**src/rtl/crx_pkg.sv**
```systemverilog
package crx_pkg;
  typedef enum logic [2:0] {
    ST_IDLE  = 3'd0,
    ST_WAITR = 3'd1,
    ST_RECV  = 3'd2,
    ST_RWAIT = 3'd3,
    ST_DRAIN = 3'd4
  } crx_state_e;

  localparam logic [15:0] CRX_POLY = 16'h1021;
  localparam int          CRX_CRCW = 16;
endpackage

```
**src/rtl/crx_shifter.sv**
```systemverilog
module crx_shifter #(
  parameter int DW = 8
) (
  input  logic                    clk,
  input  logic                    rst_n,
  input  logic                    clr,
  input  logic                    shift_en,
  input  logic                    bit_in,
  output logic [DW-1:0]           byte_now,
  output logic [$clog2(DW)-1:0]   bit_cnt,
  output logic                    byte_done,
  output logic [DW-1:0]           flush_byte
);
  localparam int BCW = $clog2(DW);

  logic [DW-2:0]  sr_q;
  logic [BCW-1:0] cnt_q;
  logic [DW-1:0]  ext;

  always_ff @(posedge clk or negedge rst_n) begin
    if (!rst_n) begin
      sr_q  <= '0;
      cnt_q <= '0;
    end else if (clr) begin
      sr_q  <= '0;
      cnt_q <= '0;
    end else if (shift_en) begin
      sr_q  <= {sr_q[DW-3:0], bit_in};
      cnt_q <= cnt_q + 1'b1;
    end
  end

  always_comb begin
    bit_cnt    = cnt_q;
    byte_done  = shift_en && (cnt_q == BCW'(DW-1));
    byte_now   = {sr_q, bit_in};
    ext        = {sr_q, 1'b0};
    flush_byte = ext << (BCW'(DW-1) - cnt_q);
  end
endmodule

```
**src/rtl/crx_crc.sv**
```systemverilog
module crx_crc #(
  parameter int          W    = 16,
  parameter logic [W-1:0] POLY = 16'h1021
) (
  input  logic clk,
  input  logic rst_n,
  input  logic clr,
  input  logic en,
  input  logic bit_in,
  output logic nxt_zero
);
  logic [W-1:0] crc_q;
  logic [W-1:0] crc_d;
  logic         fb;

  always_comb begin
    fb       = crc_q[W-1] ^ bit_in;
    crc_d    = {crc_q[W-2:0], 1'b0} ^ (fb ? POLY : '0);
    nxt_zero = (crc_d == '0);
  end

  always_ff @(posedge clk or negedge rst_n) begin
    if (!rst_n)     crc_q <= '0;
    else if (clr)   crc_q <= '0;
    else if (en)    crc_q <= crc_d;
  end
endmodule

```
**src/rtl/crx_timer.sv**
```systemverilog
module crx_timer #(
  parameter int W = 16
) (
  input  logic         clk,
  input  logic         rst_n,
  input  logic         load,
  input  logic [W-1:0] load_val,
  input  logic         tick,
  output logic         expired
);
  logic [W-1:0] cnt_q;

  always_comb expired = tick && (cnt_q == '0);

  always_ff @(posedge clk or negedge rst_n) begin
    if (!rst_n)                    cnt_q <= '0;
    else if (load)                 cnt_q <= load_val;
    else if (tick && cnt_q != '0)  cnt_q <= cnt_q - 1'b1;
  end
endmodule

```
**src/rtl/card_rx_datapath.sv**
```systemverilog
module card_rx_datapath
  import crx_pkg::*;
#(
  parameter int DW   = 8,
  parameter int CNTW = 16,
  parameter int BLKW = 12,
  parameter int TOW  = 16
) (
  input  logic            clk,
  input  logic            rst_n,
  input  logic            bit_en,
  input  logic            rx_bit,
  input  logic            start,
  input  logic            stream_mode,
  input  logic [BLKW-1:0] blk_bytes,
  input  logic [CNTW-1:0] total_bytes,
  input  logic            rw_start,
  input  logic            rw_stop,
  input  logic            abort_req,
  input  logic [TOW-1:0]  tmo_load,
  input  logic            fifo_empty,
  input  logic            fifo_full,
  output logic            fifo_wr,
  output logic [DW-1:0]   fifo_data,
  output logic            flag_blkend,
  output logic            flag_crcfail,
  output logic            flag_overrun,
  output logic            flag_timeout,
  output logic            flag_abort,
  output logic [2:0]      state_o
);
  localparam int BCW = $clog2(DW);
  localparam int CCW = $clog2(CRX_CRCW);

  crx_state_e      state_q, state_d;
  logic [CNTW-1:0] rem_q, rem_d;
  logic [BLKW-1:0] blk_q, blk_d;
  logic            crcph_q, crcph_d;
  logic [CCW-1:0]  ccnt_q, ccnt_d;
  logic            blocked_q, blocked_d;
  logic            pabort_q, pabort_d;
  logic            pcrc_q, pcrc_d;
  logic            stream_q, stream_d;
  logic            wr_q, wr_d;
  logic [DW-1:0]   data_q, data_d;
  logic            f_blk_q, f_blk_d;
  logic            f_crc_q, f_crc_d;
  logic            f_ovr_q, f_ovr_d;
  logic            f_tmo_q, f_tmo_d;
  logic            f_abt_q, f_abt_d;

  logic            sh_clr, sh_en, crc_clr, crc_en, tm_load, tm_tick;
  logic [DW-1:0]   byte_now, flush_byte;
  logic [BCW-1:0]  bit_cnt;
  logic            byte_done, crc_ok, tm_expired;
  logic            late, drained, abort_hit;

  crx_shifter #(.DW(DW)) u_shift (
    .clk(clk), .rst_n(rst_n), .clr(sh_clr), .shift_en(sh_en), .bit_in(rx_bit),
    .byte_now(byte_now), .bit_cnt(bit_cnt), .byte_done(byte_done),
    .flush_byte(flush_byte)
  );

  crx_crc #(.W(CRX_CRCW), .POLY(CRX_POLY)) u_crc (
    .clk(clk), .rst_n(rst_n), .clr(crc_clr), .en(crc_en), .bit_in(rx_bit),
    .nxt_zero(crc_ok)
  );

  crx_timer #(.W(TOW)) u_tmo (
    .clk(clk), .rst_n(rst_n), .load(tm_load), .load_val(tmo_load),
    .tick(tm_tick), .expired(tm_expired)
  );

  always_comb begin
    late      = (rem_q == '0) ||
                (state_q == ST_RECV && !crcph_q && rem_q == CNTW'(1) &&
                 bit_cnt >= BCW'(DW-2));
    drained   = fifo_empty && !wr_q;
    abort_hit = abort_req && !late &&
                (state_q == ST_WAITR || state_q == ST_RECV || state_q == ST_RWAIT);
  end

  // next-state logic
  always_comb begin
    state_d   = state_q;
    rem_d     = rem_q;
    blk_d     = blk_q;
    crcph_d   = crcph_q;
    ccnt_d    = ccnt_q;
    blocked_d = blocked_q;
    pabort_d  = pabort_q;
    pcrc_d    = pcrc_q;
    stream_d  = stream_q;
    wr_d      = 1'b0;
    data_d    = data_q;
    f_blk_d   = f_blk_q;
    f_crc_d   = f_crc_q;
    f_ovr_d   = f_ovr_q;
    f_tmo_d   = f_tmo_q;
    f_abt_d   = f_abt_q;
    sh_clr    = 1'b0;
    sh_en     = 1'b0;
    crc_clr   = 1'b0;
    crc_en    = 1'b0;
    tm_load   = 1'b0;
    tm_tick   = 1'b0;

    if (abort_hit) begin
      if (state_q == ST_RECV && !blocked_q && !crcph_q && bit_cnt != '0) begin
        if (fifo_full) f_ovr_d = 1'b1;
        else begin
          wr_d   = 1'b1;
          data_d = flush_byte;
        end
      end
      state_d   = ST_DRAIN;
      pabort_d  = 1'b1;
      blocked_d = 1'b0;
      crcph_d   = 1'b0;
    end else begin
      unique case (state_q)
        ST_IDLE: begin
          if (start) begin
            state_d   = ST_WAITR;
            rem_d     = total_bytes;
            stream_d  = stream_mode;
            blocked_d = 1'b0;
            pabort_d  = 1'b0;
            pcrc_d    = 1'b0;
            crcph_d   = 1'b0;
            f_blk_d   = 1'b0;
            f_crc_d   = 1'b0;
            f_ovr_d   = 1'b0;
            f_tmo_d   = 1'b0;
            f_abt_d   = 1'b0;
            tm_load   = 1'b1;
            sh_clr    = 1'b1;
          end
        end

        ST_WAITR: begin
          if (rem_q == '0) begin
            state_d = ST_IDLE;
          end else if (bit_en) begin
            if (!rx_bit) begin
              state_d = ST_RECV;
              blk_d   = blk_bytes;
              crcph_d = 1'b0;
              ccnt_d  = '0;
              sh_clr  = 1'b1;
              crc_clr = 1'b1;
            end else begin
              tm_tick = 1'b1;
              if (tm_expired) begin
                f_tmo_d = 1'b1;
                state_d = ST_DRAIN;
              end
            end
          end
        end

        ST_RECV: begin
          if (blocked_q) begin
            if (drained) begin
              state_d   = ST_IDLE;
              blocked_d = 1'b0;
            end
          end else if (bit_en) begin
            if (!crcph_q) begin
              sh_en  = 1'b1;
              crc_en = !stream_q;
              if (byte_done) begin
                if (fifo_full) begin
                  f_ovr_d   = 1'b1;
                  blocked_d = 1'b1;
                end else begin
                  wr_d   = 1'b1;
                  data_d = byte_now;
                  rem_d  = rem_q - 1'b1;
                  blk_d  = blk_q - 1'b1;
                  if (stream_q) begin
                    if (rem_q == CNTW'(1)) state_d = ST_WAITR;
                  end else if (rem_q == CNTW'(1) || blk_q == BLKW'(1)) begin
                    crcph_d = 1'b1;
                    ccnt_d  = '0;
                  end
                end
              end
            end else begin
              crc_en = 1'b1;
              ccnt_d = ccnt_q + 1'b1;
              if (ccnt_q == CCW'(CRX_CRCW-1)) begin
                crcph_d = 1'b0;
                if (crc_ok) begin
                  f_blk_d = 1'b1;
                  if (rw_start && rem_q != '0) begin
                    state_d = ST_RWAIT;
                  end else begin
                    state_d = ST_WAITR;
                    tm_load = 1'b1;
                  end
                end else if (rem_q != '0) begin
                  f_crc_d   = 1'b1;
                  blocked_d = 1'b1;
                end else begin
                  state_d = ST_DRAIN;
                  pcrc_d  = 1'b1;
                end
              end
            end
          end
        end

        ST_RWAIT: begin
          if (rw_stop) begin
            state_d = ST_WAITR;
            tm_load = 1'b1;
          end
        end

        ST_DRAIN: begin
          if (drained) begin
            state_d  = ST_IDLE;
            f_abt_d  = f_abt_q | pabort_q;
            f_crc_d  = f_crc_q | pcrc_q;
            pabort_d = 1'b0;
            pcrc_d   = 1'b0;
          end
        end

        default: state_d = ST_IDLE;
      endcase
    end
  end

  // state registers
  always_ff @(posedge clk or negedge rst_n) begin
    if (!rst_n) begin
      state_q   <= ST_IDLE;
      rem_q     <= '0;
      blk_q     <= '0;
      crcph_q   <= 1'b0;
      ccnt_q    <= '0;
      blocked_q <= 1'b0;
      pabort_q  <= 1'b0;
      pcrc_q    <= 1'b0;
      stream_q  <= 1'b0;
      wr_q      <= 1'b0;
      data_q    <= '0;
      f_blk_q   <= 1'b0;
      f_crc_q   <= 1'b0;
      f_ovr_q   <= 1'b0;
      f_tmo_q   <= 1'b0;
      f_abt_q   <= 1'b0;
    end else begin
      state_q   <= state_d;
      rem_q     <= rem_d;
      blk_q     <= blk_d;
      crcph_q   <= crcph_d;
      ccnt_q    <= ccnt_d;
      blocked_q <= blocked_d;
      pabort_q  <= pabort_d;
      pcrc_q    <= pcrc_d;
      stream_q  <= stream_d;
      wr_q      <= wr_d;
      data_q    <= data_d;
      f_blk_q   <= f_blk_d;
      f_crc_q   <= f_crc_d;
      f_ovr_q   <= f_ovr_d;
      f_tmo_q   <= f_tmo_d;
      f_abt_q   <= f_abt_d;
    end
  end

  assign fifo_wr      = wr_q;
  assign fifo_data    = data_q;
  assign flag_blkend  = f_blk_q;
  assign flag_crcfail = f_crc_q;
  assign flag_overrun = f_ovr_q;
  assign flag_timeout = f_tmo_q;
  assign flag_abort   = f_abt_q;
  assign state_o      = state_q;
endmodule

```
**config.mk**
```make
export PLATFORM = sky130hd
export DESIGN_NAME = card_rx_datapath
export DESIGN_NICKNAME = d
export VERILOG_FILES = /design/src/rtl/crx_pkg.sv /design/src/rtl/crx_shifter.sv /design/src/rtl/crx_crc.sv /design/src/rtl/crx_timer.sv /design/src/rtl/card_rx_datapath.sv
export SDC_FILE = /design/constraint.sdc
export NUM_CORES = 1
export LEC_CHECK = 0
export BUFFER_PORTS_ARGS = -buffer_cell sky130_fd_sc_hd__buf_2
export CAP_MARGIN = 20
export CORE_ASPECT_RATIO = 1.4
export CORE_MARGIN = 2
export CORE_UTILIZATION = 59
export CTS_CLUSTER_DIAMETER = 60
export DETAILED_ROUTE_END_ITERATION = 12
export PLACE_DENSITY = 0.81
export RECOVER_POWER = 25
export SLEW_MARGIN = 25
export SYNTH_ARGS = -nofsm -noshare
export SYNTH_HDL_FRONTEND = slang
export SYNTH_SLANG_ARGS = --single-unit
export TNS_END_PERCENT = 1
```
**constraint.sdc**
```tcl
create_clock -name clk -period 3.23 [get_ports clk]
set_clock_uncertainty 0.1 [all_clocks]
set_input_delay 0 -clock clk [delete_from_list [all_inputs] [get_ports clk]]
set_output_delay 0 -clock clk [all_outputs]
set_load 0.02 [all_outputs]
```
==> out/results.txt <==
At the worst endpoint, the arrival time is 3.07 ns. For this run, design rule violations remaining after detail routing come to 0. Kind of capture point of the worst setup path: a flop. Setup repair after global routing left no endpoint under its margin. The first-pass GRT wire length was 26.5 mm. Along the worst path, the maximum fanout reaches 12. For this run, the post-layout net count is 838. The share of final-layout standard cells stronger than drive strength 1 was 0.162. The start-to-end type of the worst setup path was flop to flop. The run gives 65 as the number of pins with negative max-slew slack in the final report. The starting density of the core was 0.602; the number of standard-cell rows in the floorplan was 43. The repair_antennas step left the layout with diodes totalling 0. VDD sags by at most 0.490 mV. The worst-case headroom to the max-slew limit was -0.0404; the CTS clock-pin slew for the worst setup and hold paths was 0.07 ns. Setup violations remaining at the end of the flow were counted as 0. For this run, the top clock speed supported by timing is 344 MHz. TritonCTS built the clock tree.

Synthesis instantiated 73 different standard cells from the library. The leading area contributor after synthesis is sky130_fd_sc_hd__dfrtp_1. In this run the vertical extent of the chip is 122 um.

A synthesized cell averages 8.87 um2. Number of maximum-capacitance constraint violations: 1. For this run the aggregate overflow at the end of global routing stands at 0. The run gives 0 as the initial antenna violation count. The run finished, with violations left.

Cell area after synthesis: 0.00589 mm2. The instance count of the mapped netlist was 664; the number of nets with antenna violations after detailed routing was 0. The proportion of synthesized chip area in sequential cells is 0.408.

In this run the post-CTS setup repair buffer count came out at 0. CTS saw 96 sinks. For this block, the initial DRC count from the detailed router was 352. STA classifies the critical path startpoint as a flop. Buffers placed on the I/O ports in this run total 71.

In the final routed layout, each cell accounts on average for 17.6 um. For this run, the leading register cell type out of synthesis is sky130_fd_sc_hd__dfrtp_1. In this design, the critical path's most frequently occurring cell is sky130_fd_sc_hd__ha_1. Number of warning messages in the yosys log: 0. The routed design could run at a clock period as short as 2.91 ns. The number of global-route vias before repair came out at 5549. The cell type of the slowest stage on the worst timing path is sky130_fd_sc_hd__dfrtp_1. The checks that failed: capacitance limit, slew limit. Wires add up to 16.1 mm. The clock root buffer was sky130_fd_sc_hd__clkbuf_16. Number of hold violations in the final report: 0.

The maximum single-stage delay on the critical path works out to 0.61 ns. By area the synthesized netlist is led by sky130_fd_sc_hd__dfrtp_1 (41%), sky130_fd_sc_hd__a21oi_1 (4.8%), sky130_fd_sc_hd__nor2_1 (3.9%). The HPWL after detailed placement is 10.8 mm. For the pin with the worst max-slew slack, the measured transition is 1.56 ns. On the final layout, the worst hold slack is 0.0613 ns. The clock passes through at most 2 buffers. The source-to-sink clock delay at the later pin of the worst-skew pair is 0.35 ns.

72 I/O pins were placed. The final total negative setup slack was 0 ns. After synthesis the netlist holds a flip-flop and latch count of 96. The critical path goes through ha_1 -> ha_1 -> nor3b_1 -> a31oi_1 -> nor3_1 -> and2_2 -> buf_4 -> nand3_1 -> o211ai_1. Summed over all cells, the static leakage comes to 0.00294 uW. Power per unit of standard cell area: 722 mW/mm2. The average via count per standard cell is 6.24, and the maximum number of pins on one net before global-route repair is 65. The number of flops mapped to enable cells by yosys is 0. The tools report the global-route usage over all layers as 0.312. The run gives 9 as the total CTS buffers. The part of the cycle the worst path needs is 0.901. The floorplan step defined a core boundary enclosing 0.00979 mm2. The endpoint required time on the critical path came out at 3.39 ns.

The routed layout has 5699 vias. Counting the fill cells in the layout gives 730. The proportion of netlist area held by the largest area contributor works out to 0.408. From synthesis to final layout, the design area changed by 20.8%. The clock tree synthesis step divided the H-tree into 3 levels. The net count after synthesis is 728, and the async set-or-reset flop fraction in the synthesized netlist is 1.00. The run gives 0.993 as the final estimated routing congestion in global placement. The horizontal die dimension was 88.5 um. The run gives 0.727 as the post-layout utilization of the core. The area of the die was 0.0108 mm2. The tools report the number of search-and-repair iterations in the first detailed-routing pass as 5. The tightest min-delay check is of the input port to flop type.
repair_timing:
action	4_1_cts	5_1_grt
endpoints found under the setup margin	0	1
resized for setup	0	1
endpoints found under the hold margin	109	0
hold buffers	48	0
synthesized netlist by cell type (all sizes together), types with 3 or more instances:
cell / n
dfrtp: 96
nor2: 62
a21oi: 61
nand2: 61
o21ai: 47
nand3: 35
nor3: 25
buf: 24
inv: 21
a22o: 20
clkbuf: 15
mux2i: 15
nand4: 15
nor2b: 11
nor3b: 10
o22ai: 10
a31oi: 9
ha: 9
or3: 9
xor2: 9
a22oi: 8
o31ai: 8
nor4: 7
a211oi: 6
and3: 5
o2111ai: 5
o211ai: 5
o21a: 5
or2: 5
xnor2: 5
nand2b: 4
nand3b: 4
o22a: 4
a2111oi: 3
and2: 3
flip-flops by register name (all words and copies together) (netlist names), 3 cells and up:
signal           flops
blk_q               12
ccnt_q               4
fifo_data            8
rem_q               16
state_o              3
u_crc.crc_q         16
u_shift.bit_cnt      3
u_shift.sr_q         7
u_tmo.cnt_q         16
path summary, 6_finish.rpt:
check / from / end / slack [ns] / cells past startpoint
worst min-delay path: bit_en / ccnt_q[1] / 0.06 / 3
max in group asynchronous: rst_n / blk_q[1] / 1.53 / 3
worst min register to register: fifo_data[1] / fifo_data[1] / 0.38 / 2
min in group asynchronous: rst_n / u_shift.sr_q[3] / 0.47 / 2
worst max-delay path: u_shift.bit_cnt[1] / rem_q[0] / 0.32 / 9
worst max register to register: u_shift.bit_cnt[1] / rem_q[0] / 0.32 / 9
placed cells by master, fill, tap and decap left out, types with 7 or more instances in the layout:
cell	synthesis	layout
sky130_fd_sc_hd__mux2i_1	14	14
sky130_fd_sc_hd__xor2_1	9	9
sky130_fd_sc_hd__ha_1	9	9
sky130_fd_sc_hd__nor2b_1	11	11
sky130_fd_sc_hd__nand3_1	33	33
sky130_fd_sc_hd__nor2_1	62	62
sky130_fd_sc_hd__a22o_1	20	20
sky130_fd_sc_hd__a31oi_1	9	9
sky130_fd_sc_hd__nand4_1	14	14
sky130_fd_sc_hd__inv_1	21	21
sky130_fd_sc_hd__a21oi_1	56	56
sky130_fd_sc_hd__or3_1	8	8
sky130_fd_sc_hd__dlygate4sd3_1	0	48
sky130_fd_sc_hd__dfrtp_1	96	96
sky130_fd_sc_hd__nor3_1	23	23
sky130_fd_sc_hd__clkbuf_1	15	15
sky130_fd_sc_hd__clkbuf_16	0	9
sky130_fd_sc_hd__nand2_1	61	61
sky130_fd_sc_hd__a22oi_1	8	8
sky130_fd_sc_hd__buf_2	6	56
sky130_fd_sc_hd__buf_4	10	19
sky130_fd_sc_hd__nor3b_1	8	7
sky130_fd_sc_hd__o21ai_0	40	40
sky130_fd_sc_hd__o22ai_1	10	10
sky130_fd_sc_hd__o31ai_1	7	7
critical path: cells and delay by family (launching register included):
kind            cells  cell delay [ns]
simple gates        4             1.18
compound gates      2             0.25
flops               1             0.61
buf+inv             1             0.21
fa+ha+maj           2             0.46
metrics by stage:
stage	power [uW]	cells	worst slack [ns]	cell area (um2)
after floorplan	3380	664	0.866	5890
after global placement	3840	850	0.300	6340
after detailed placement	3900	850	0.276	6340
after CTS	5090	914	0.250	7140
after global routing	5450	914	0.143	7120
final	5140	914	0.320	7120
where the power goes:
| part | total (uW) | internal, uW | switching (uW) |
|---|---|---|---|
| Combinational | 2000 | 779 | 1220 |
| Clock | 1150 | 685 | 465 |
| Sequential | 1990 | 1560 | 428 |
metal layers:
layer	track usage	vias up	routed length [um]
met5	0	-	0
met4	0.125	0	504
met3	0.0491	45	956
met2	0.539	265	8340
met1	0.386	2729	6290
li1	-	2660	-
cells by family after synthesis:
kind of cell / count (synthesis) / share of synthesized area
buf+inv: 60 / 0.0522
compound gates: 204 / 0.230
flops: 96 / 0.408
mux: 17 / 0.0299
xor+xnor: 14 / 0.0221
fa+ha+maj: 9 / 0.0191
simple gates: 264 / 0.239
final cells by class:
| class | count | area, um2 | area share |
|---|---|---|---|
| clock buffers | 14 | 284 | 0.0399 |
| flip-flops and latches | 96 | 2400 | 0.337 |
| clock inverters | 2 | 35.0 | 0.00492 |
| inverters | 21 | 78.8 | 0.0111 |
| multi-input cells | 508 | 3190 | 0.448 |
| repair buffers | 138 | 961 | 0.135 |
| well taps | 135 | 169 | 0.0237 |
Power figures use the tool's default switching activity.
